==> src/rtl/bcd_disp_pkg.sv <==
package bcd_disp_pkg;
  typedef enum logic {
    ENTRY_RIGHT = 1'b0,
    ENTRY_LEFT  = 1'b1
  } entry_mode_e;
  localparam int unsigned CMD_CLEAR_BIT = 7;
  localparam int unsigned CMD_MODE_BIT  = 0;
endpackage

==> src/rtl/bcd_tick_gen.sv <==
module bcd_tick_gen #(
  parameter int unsigned DIV = 2
) (
  input  logic clk,
  input  logic rst_n,
  output logic tick
);
  localparam int unsigned CW = (DIV > 1) ? $clog2(DIV) : 1;
  logic [CW-1:0] cnt_q;

  assign tick = (cnt_q == CW'(DIV - 1));

  always_ff @(posedge clk) begin
    if (!rst_n)    cnt_q <= '0;
    else if (tick) cnt_q <= '0;
    else           cnt_q <= cnt_q + 1'b1;
  end
endmodule

==> src/rtl/bcd_scan_seq.sv <==
module bcd_scan_seq #(
  parameter int unsigned SLOT_TICKS = 4,
  parameter int unsigned AW         = 4
) (
  input  logic          clk,
  input  logic          rst_n,
  input  logic          tick,
  output logic [AW-1:0] scan,
  output logic          cap_stb,
  output logic          wrap_stb
);
  localparam int unsigned PW = $clog2(SLOT_TICKS);
  logic [PW-1:0] ph_q;
  logic [AW-1:0] scan_q;

  assign cap_stb  = tick && (ph_q == '0);
  assign wrap_stb = tick && (ph_q == PW'(SLOT_TICKS - 1));
  assign scan     = scan_q;

  always_ff @(posedge clk) begin
    if (!rst_n) begin
      ph_q   <= '0;
      scan_q <= '0;
    end else if (wrap_stb) begin
      ph_q   <= '0;
      scan_q <= scan_q + 1'b1;
    end else if (tick) begin
      ph_q <= ph_q + 1'b1;
    end
  end
endmodule

==> src/rtl/bcd_digit_store.sv <==
module bcd_digit_store
  import bcd_disp_pkg::*;
#(
  parameter int unsigned DEPTH = 16,
  parameter int unsigned W     = 8,
  parameter int unsigned NIB   = 4,
  localparam int unsigned AW   = $clog2(DEPTH)
) (
  input  logic          clk,
  input  logic          rst_n,
  input  logic          wr_valid,
  output logic          wr_ready,
  input  logic          wr_is_cmd,
  input  logic [W-1:0]  wr_data,
  input  logic [AW-1:0] rd_addr,
  output logic [NIB-1:0] rd_nib
);
  logic [W-1:0]  mem_q [DEPTH];
  logic [AW-1:0] ptr_q;
  logic [AW-1:0] clr_q;
  logic          clearing_q;
  entry_mode_e   mode_q;
  logic          xfer;

  assign wr_ready = !clearing_q;
  assign xfer     = wr_valid && wr_ready;
  assign rd_nib   = mem_q[rd_addr][NIB-1:0];

  always_ff @(posedge clk) begin
    if (!rst_n) begin
      for (int i = 0; i < DEPTH; i++) mem_q[i] <= '1;
      ptr_q      <= '0;
      clr_q      <= '0;
      clearing_q <= 1'b0;
      mode_q     <= ENTRY_RIGHT;
    end else if (clearing_q) begin
      mem_q[clr_q] <= '1;
      clr_q        <= clr_q + 1'b1;
      if (clr_q == AW'(DEPTH - 1)) clearing_q <= 1'b0;
    end else if (xfer) begin
      if (wr_is_cmd) begin
        ptr_q <= '0;
        if (wr_data[CMD_CLEAR_BIT]) begin
          clearing_q <= 1'b1;
          clr_q      <= '0;
        end else begin
          mode_q <= entry_mode_e'(wr_data[CMD_MODE_BIT]);
        end
      end else if (mode_q == ENTRY_LEFT) begin
        mem_q[ptr_q] <= wr_data;
        ptr_q <= (ptr_q == AW'(DEPTH - 1)) ? '0 : ptr_q + 1'b1;
      end else begin
        for (int i = 0; i < DEPTH - 1; i++) mem_q[i] <= mem_q[i+1];
        mem_q[DEPTH-1] <= wr_data;
      end
    end
  end
endmodule

==> src/rtl/bcd_scan_display.sv <==
module bcd_scan_display #(
  parameter int unsigned DEPTH      = 16,
  parameter int unsigned W          = 8,
  parameter int unsigned NIB        = 4,
  parameter int unsigned TICK_DIV   = 2,
  parameter int unsigned SLOT_TICKS = 4,
  localparam int unsigned AW        = $clog2(DEPTH)
) (
  input  logic           clk,
  input  logic           rst_n,
  input  logic           wr_valid,
  output logic           wr_ready,
  input  logic           wr_is_cmd,
  input  logic [W-1:0]   wr_data,
  output logic [AW-1:0]  scan,
  output logic [NIB-1:0] bcd
);
  logic           tick, cap_stb, wrap_stb;
  logic [NIB-1:0] rd_nib;
  logic [NIB-1:0] bcd_q;

  bcd_tick_gen #(.DIV(TICK_DIV)) tick_i (
    .clk(clk), .rst_n(rst_n), .tick(tick)
  );

  bcd_scan_seq #(.SLOT_TICKS(SLOT_TICKS), .AW(AW)) seq_i (
    .clk(clk), .rst_n(rst_n), .tick(tick),
    .scan(scan), .cap_stb(cap_stb), .wrap_stb(wrap_stb)
  );

  bcd_digit_store #(.DEPTH(DEPTH), .W(W), .NIB(NIB)) store_i (
    .clk(clk), .rst_n(rst_n),
    .wr_valid(wr_valid), .wr_ready(wr_ready),
    .wr_is_cmd(wr_is_cmd), .wr_data(wr_data),
    .rd_addr(scan), .rd_nib(rd_nib)
  );

  always_ff @(posedge clk) begin
    if (!rst_n)        bcd_q <= '1;
    else if (wrap_stb) bcd_q <= '1;
    else if (cap_stb)  bcd_q <= rd_nib;
  end

  assign bcd = bcd_q;
endmodule

==> config.mk <==
export PLATFORM = sky130hd
export DESIGN_NAME = bcd_scan_display
export DESIGN_NICKNAME = d
export VERILOG_FILES = /design/src/rtl/bcd_disp_pkg.sv /design/src/rtl/bcd_tick_gen.sv /design/src/rtl/bcd_scan_seq.sv /design/src/rtl/bcd_digit_store.sv /design/src/rtl/bcd_scan_display.sv
export SDC_FILE = /design/constraint.sdc
export NUM_CORES = 1
export LEC_CHECK = 0
export BUFFER_PORTS_ARGS = -buffer_cell sky130_fd_sc_hd__buf_2
export CAP_MARGIN = 20
export CORE_UTILIZATION = 50
export DETAILED_ROUTE_END_ITERATION = 16
export MAX_ROUTING_LAYER = met4
export PLACE_DENSITY = 0.74
export SLEW_MARGIN = 20
export SYNTH_ARGS = -nofsm -noshare
export SYNTH_HDL_FRONTEND = slang
export SYNTH_SLANG_ARGS = --single-unit
export TNS_END_PERCENT = 20
==> constraint.sdc <==
create_clock -name clk -period 3.6 [get_ports clk]
set_clock_uncertainty 0.2 [all_clocks]
set_input_delay 0.9 -clock clk [delete_from_list [all_inputs] [get_ports clk]]
set_output_delay 0.9 -clock clk [all_outputs]
set_load 0.01 [all_outputs]
---- Word level (Yosys, flattened, before mapping) ----
Memory sizes are Yosys's and may differ from the RTL's. A register that Yosys moved wholly into a read port is not among the register bits.
Index checks and enable logic that the tools add are counted.
operators by class
  $add $sub $neg .......................... 5
  bitwise gates (word level) .............. 19
  equal/unequal tests ..................... 3
  reduce and logical (&&, ||, !) cells .... 16
  multiplexer cells ....................... 50
operators with widths
  kind                                          count
  two-way mux 8 bit                             18
  two-way mux 4 bit                             9
  two-way mux 1 bit                             23
  bitwise OR 1 bit                              16
  OR reduction 8 bit                            2
  adder 4 x 1 -> 4 bit (second input constant)  3
  equality test 4 bit (second input constant)   2
  nonzero test 2 bit                            4
  AND reduction 3 bit                           2
  AND reduction 4 bit                           1
  OR reduction 2 bit                            2
  logical AND 1 bit                             3
  inverter 1 bit                                3
  adder 2 x 1 -> 2 bit (second input constant)  1
  equality test 2 bit (second input constant)   1
  zero test 2 bit                               1
  adder 1 bit (second input constant)           1
  zero test 1 bit                               1
storage, ports and cells
  word-level logic and storage cells ...... 101
  output and inout bits ................... 9
  memories ................................ 1
  register bits after elaboration ......... 17
  bits of input ports ..................... 12
  RAM bits ................................ 128
memory list
  name           depth  bits a word  read ports  clocked after memory_dff  write ports  RTL line               source
  store_i.mem_q  16     8            16          1                         16           bcd_digit_store.sv:18  logic [W-1:0] mem_q [DEPTH];

---- Logic depth before layout (Yosys ltp) ----
  word-level depth ........................ 9
  gate-level depth with buffers ........... 6
  gate-level depth less buffers ........... 6

---- By module ----
From an unflattened synthesis, not the netlist that was laid out.
second synthesis, totals
  cell total of the unflattened synthesis .. 417
  area, all modules ....................... 4787.1 um^2
by module, submodules not included
  module            instances  sequential area each (um^2)  area each (um^2)  cells an instance
  bcd_digit_store   1          2122.0                       4314.1            369
  bcd_scan_seq      1          120.1                        292.8             32
  bcd_scan_display  1          80.1                         146.4             14
  bcd_tick_gen      1          20.0                         33.8              2

---- Least setup slack after synthesis ----
No wires, ideal clock.
  kind .................................... input-to-reg
  start ................................... input wr_is_cmd
  end ..................................... memory store_i.mem_q[0][0] (enable)
  slack ................................... 0.759 ns
  buffers on the path ..................... 1
  library setup time ...................... 0.361 ns
  data required time ...................... 3.039 ns
  stages .................................. 5
  arrival time ............................ 2.280 ns
  cell sequence ........................... nand4bb_1 > buf_4 > or4_4 > and2_1 > o21ai_0
RTL lines
  element      RTL line                source
  from (decl)  bcd_scan_display.sv:13  input logic wr_is_cmd,
  to (decl)    bcd_digit_store.sv:18

==> parameters.txt <==
Parameter                              Value

STA
  Max transition margin ... 31.7%
  Final critical-path share of the clock period ... 83.0%
  Setup TNS ... 0 ns
  Pins Over Slew Limit ... 0
  Final setup vio count ... 0
  Final critical delay including setup and external delays ... 2.99 ns
  Final number of hold-violating endpoints ... 0
  Unrepaired setup endpoints after global routing ... false
  Setup WS post-layout ... 0.613 ns
  Fmax ... 335 MHz
  Actual transition at the worst max-transition pin ... 1.02 ns

Synth
  Top cell types by occurrence after synthesis ... 64 x edfxtp_1, 64 x nor2_1, 38 x a21oi_1, 33 x mux2i_1, 27 x nand2_1
  Largest family of logic cells by synthesized area ... compound AO/OA/AOI/OAI gates
  Share of synthesized area spent on multiplexers ... 14.6%
  Post-Syn Instances ... 425
  Share of synthesized registers carrying an async set or reset ... 0%
  Top cell type by total area after synthesis ... edfxtp_1
  Synth Area in Compound Gates ... 15.8%
  Sequential area share after synthesis ... 50.1%
  Number of enable flip-flop cells after synthesis ... 64
  Post-synth top area share ... 41.1%
  Synthesized-area fraction occupied by adder cells ... 1.34%
  Number of distinct library cells after synthesis ... 55
  Xor-xnor portion of the synthesized cell area ... 0.562%
  Leading post-synthesis cells by cell area ... edfxtp_1 41%, dfxtp_1 9.0%, mux2i_1 7.1%
  Synth Register Bits ... 85
  Yosys warnings ... 0
  Top FF cell, synth ... edfxtp_1
  Cell area after synthesis ... 4680 sq um
  Synthesized-area fraction occupied by and/or/nand/nor cells ... 14.3%
  Net count of the mapped netlist ... 442
  Mapped Avg Cell Area ... 11.0 sq um

Drt
  Post-route DRC violation count ... 0
  Post-detailed-route via-to-cell ratio ... 6.39
  First-pass iteration count of the detailed router ... 5
  Final WL ... 11100 um
  Per-cell routed wire length ... 20.1 um
  Residual antenna-violating net count after detailed routing ... 0
  First-iteration detailed-routing DRC count ... 367
  Total vias in the final route ... 3534

Critical path
  WP data arrival ... 2.93 ns
  Startpoint types ... input pin
  Max stage delay cell, worst path ... o21ai_1
  Critical path cell sequence ... buf_2 > nand4bb_1 > buf_4 > o21ai_1 > and2_1 > o21ai_0 > buf_4
  Worst Reg-to-Reg Cells ... 6
  Crit path max fanout ... 12
  Crit end category ... flop
  Setup CP Type ... input pin to flop
  Top cell by count, worst path ... buf_4
  Depth of the critical timing path with buffers and inverters included ... 7
  Data required time at the worst endpoint ... 3.54 ns
  Cell family contributing the most delay on the critical path ... simple AND/OR/NAND/NOR gates
  Slack of the worst reg-to-reg path ... 0.78 ns
  Maximum cell stage delay along the critical path ... 0.44 ns
  Count of buffering cells on the critical path with inverters included ... 3

CTS
  Buffer type at the clock tree root ... clkbuf_8
  Total CTS buffers ... 9
  # Post-CTS Setup Buffers ... 0
  TritonCTS clock tree ... done
  Insertion delay to the later sink of the worst-skew pair ... 0.38 ns
  CTS Hold Bufs ... 0
  H-Tree Depth ... 3
  Post-CTS resize count ... 0
  CTS clock-pin slew for the worst setup and hold paths ... 0.10 ns
  Worst-case clock buffer depth ... 2
  Sink count of the clock tree ... 85

Outcome
  Outcome ... finished clean

Global route
  Total GRT Usage ... 25.9%
  Via count of the first global-routing pass ... 3350
  Largest net degree at the start of global routing ... 41
  Overflow left after global routing ... 0
  Initial antenna violation count ... 0
  Wire length of the first global-routing pass ... 18400 um

Die
  Chip height ... 98.7 um
  Die Span X ... 98.7 um
  Count of pins on the block boundary ... 21
  Core region area ... 8890 sq um
  Full die area ... 9740 sq um
  Row Count ... 34
  Effective utilization at floorplan ... 52.6%

Layout
  FILL cells ... 735
  Count of non-filler cells in the finished layout ... 553
  Total number of nets in the final design ... 457
  Final standard cell area without fillers ... 5090 sq um
  Share of final-layout standard cells stronger than drive strength 1 ... 17.5%
  Area growth, synth to finish ... 8.80%
  Final Core Density ... 57.2%
  Number of diodes ... 0

Hold path
  Hold Path Depth ... 2
  Class of the tightest hold or removal check ... flop to flop

Flow run
  Maximum Capacitance Violations ... 0

Power and ir drop
  Leakage ... 0.00157 uW
  Worst ir drop on vdd ... 0.205 mV
  Total power per unit cell area ... 374 nW/um^2

Placement
  Cell area reported after detailed placement ... 4890 sq um
  Global placer's final weighted congestion ... 0.902
  Port Buffers ... 17
  Number of instances in the placed design ... 537
  HPWL after DPL ... 8090 um
  Worst slack, placed ... 0.252 ns
## cell usage in the layout, fill, tap and decap left out, types with 9 or more instances in the layout
master,instances
nor2_1,64
edfxtp_1,64
a21oi_1,38
mux2i_1,33
nand2_1,27
dfxtp_1,21
buf_2,17
buf_4,16
o21ai_0,14
o32a_1,12
mux4_2,12
nor2b_1,11
clkbuf_8,10
nand2b_1,9
## registers in the layout, summed over array words and instances (netlist names)
| signal | count |
|---|---|
| store_i.mem_q | 64 |
| bcd | 4 |
| seq_i.scan | 4 |
| store_i.clr_q | 4 |
| store_i.ptr_q | 4 |
| seq_i.ph_q | 2 |
| store_i.clearing_q | 1 |
| store_i.mode_q | 1 |
| tick_i.tick | 1 |
## cell type report
cell class	instances	area [sq um]	area share, %
multi-input cells	305	2180	42.9
well taps	108	135	2.66
repair buffers	33	205	4.03
flip-flops and latches	85	2340	46.0
clock inverters	5	37.5	0.738
clock buffers	11	163	3.20
inverters	6	22.5	0.443
## cell families (layout without fill, tap and decap cells)
kind of cell / count (synthesis) / after routing
AND/OR/NAND/NOR: 141 / 141
AO/OA/AOI/OAI: 104 / 104
buffers and inverters: 35 / 55
XOR/XNOR: 3 / 3
multiplexers: 52 / 52
flip-flops: 85 / 85
adder cells (fa/ha/maj): 5 / 5
## worst paths after layout
| path | start | end |
|---|---|---|
| worst min-delay path | bcd[2] | bcd[2] |
| worst max-delay path | wr_is_cmd | store_i.mem_q[0][0] |
| worst max register to register | store_i.clearing_q | store_i.mem_q[0][0] |
| worst min register to register | bcd[2] | bcd[2] |
## worst reg2reg max path, cell delays in order, from the launching register on
cell       delay [ns]
dfxtp_1          0.46
nand4bb_1        0.48
buf_4            0.33
o21ai_1          0.45
and2_1           0.39
o21ai_0          0.13
buf_4            0.17
## metrics by stage
stage               total power (uW)  hold WS [ns]
floorplan                       1190         0.284
global placement                1230         0.270
detailed placement              1230         0.284
CTS                             1910         0.308
global route                    1970         0.344
finish                          1900         0.304
## power by group
group	switching (uW)	internal, uW	total [uW]
clock network	373	317	690
registers	17.2	1070	1090
logic	83.6	40.6	124
## routing by layer
layer | up-vias | routed length [um] | GRT usage, %
li1 | 1633 | - | -
met1 | 1729 | 4860 | 35.8
met2 | 156 | 5330 | 39.2
met3 | 16 | 766 | 4.11
met4 | 0 | 175 | 8.27
met5 | - | 0 | -
Note: power is estimated with default switching activity, not from simulation.
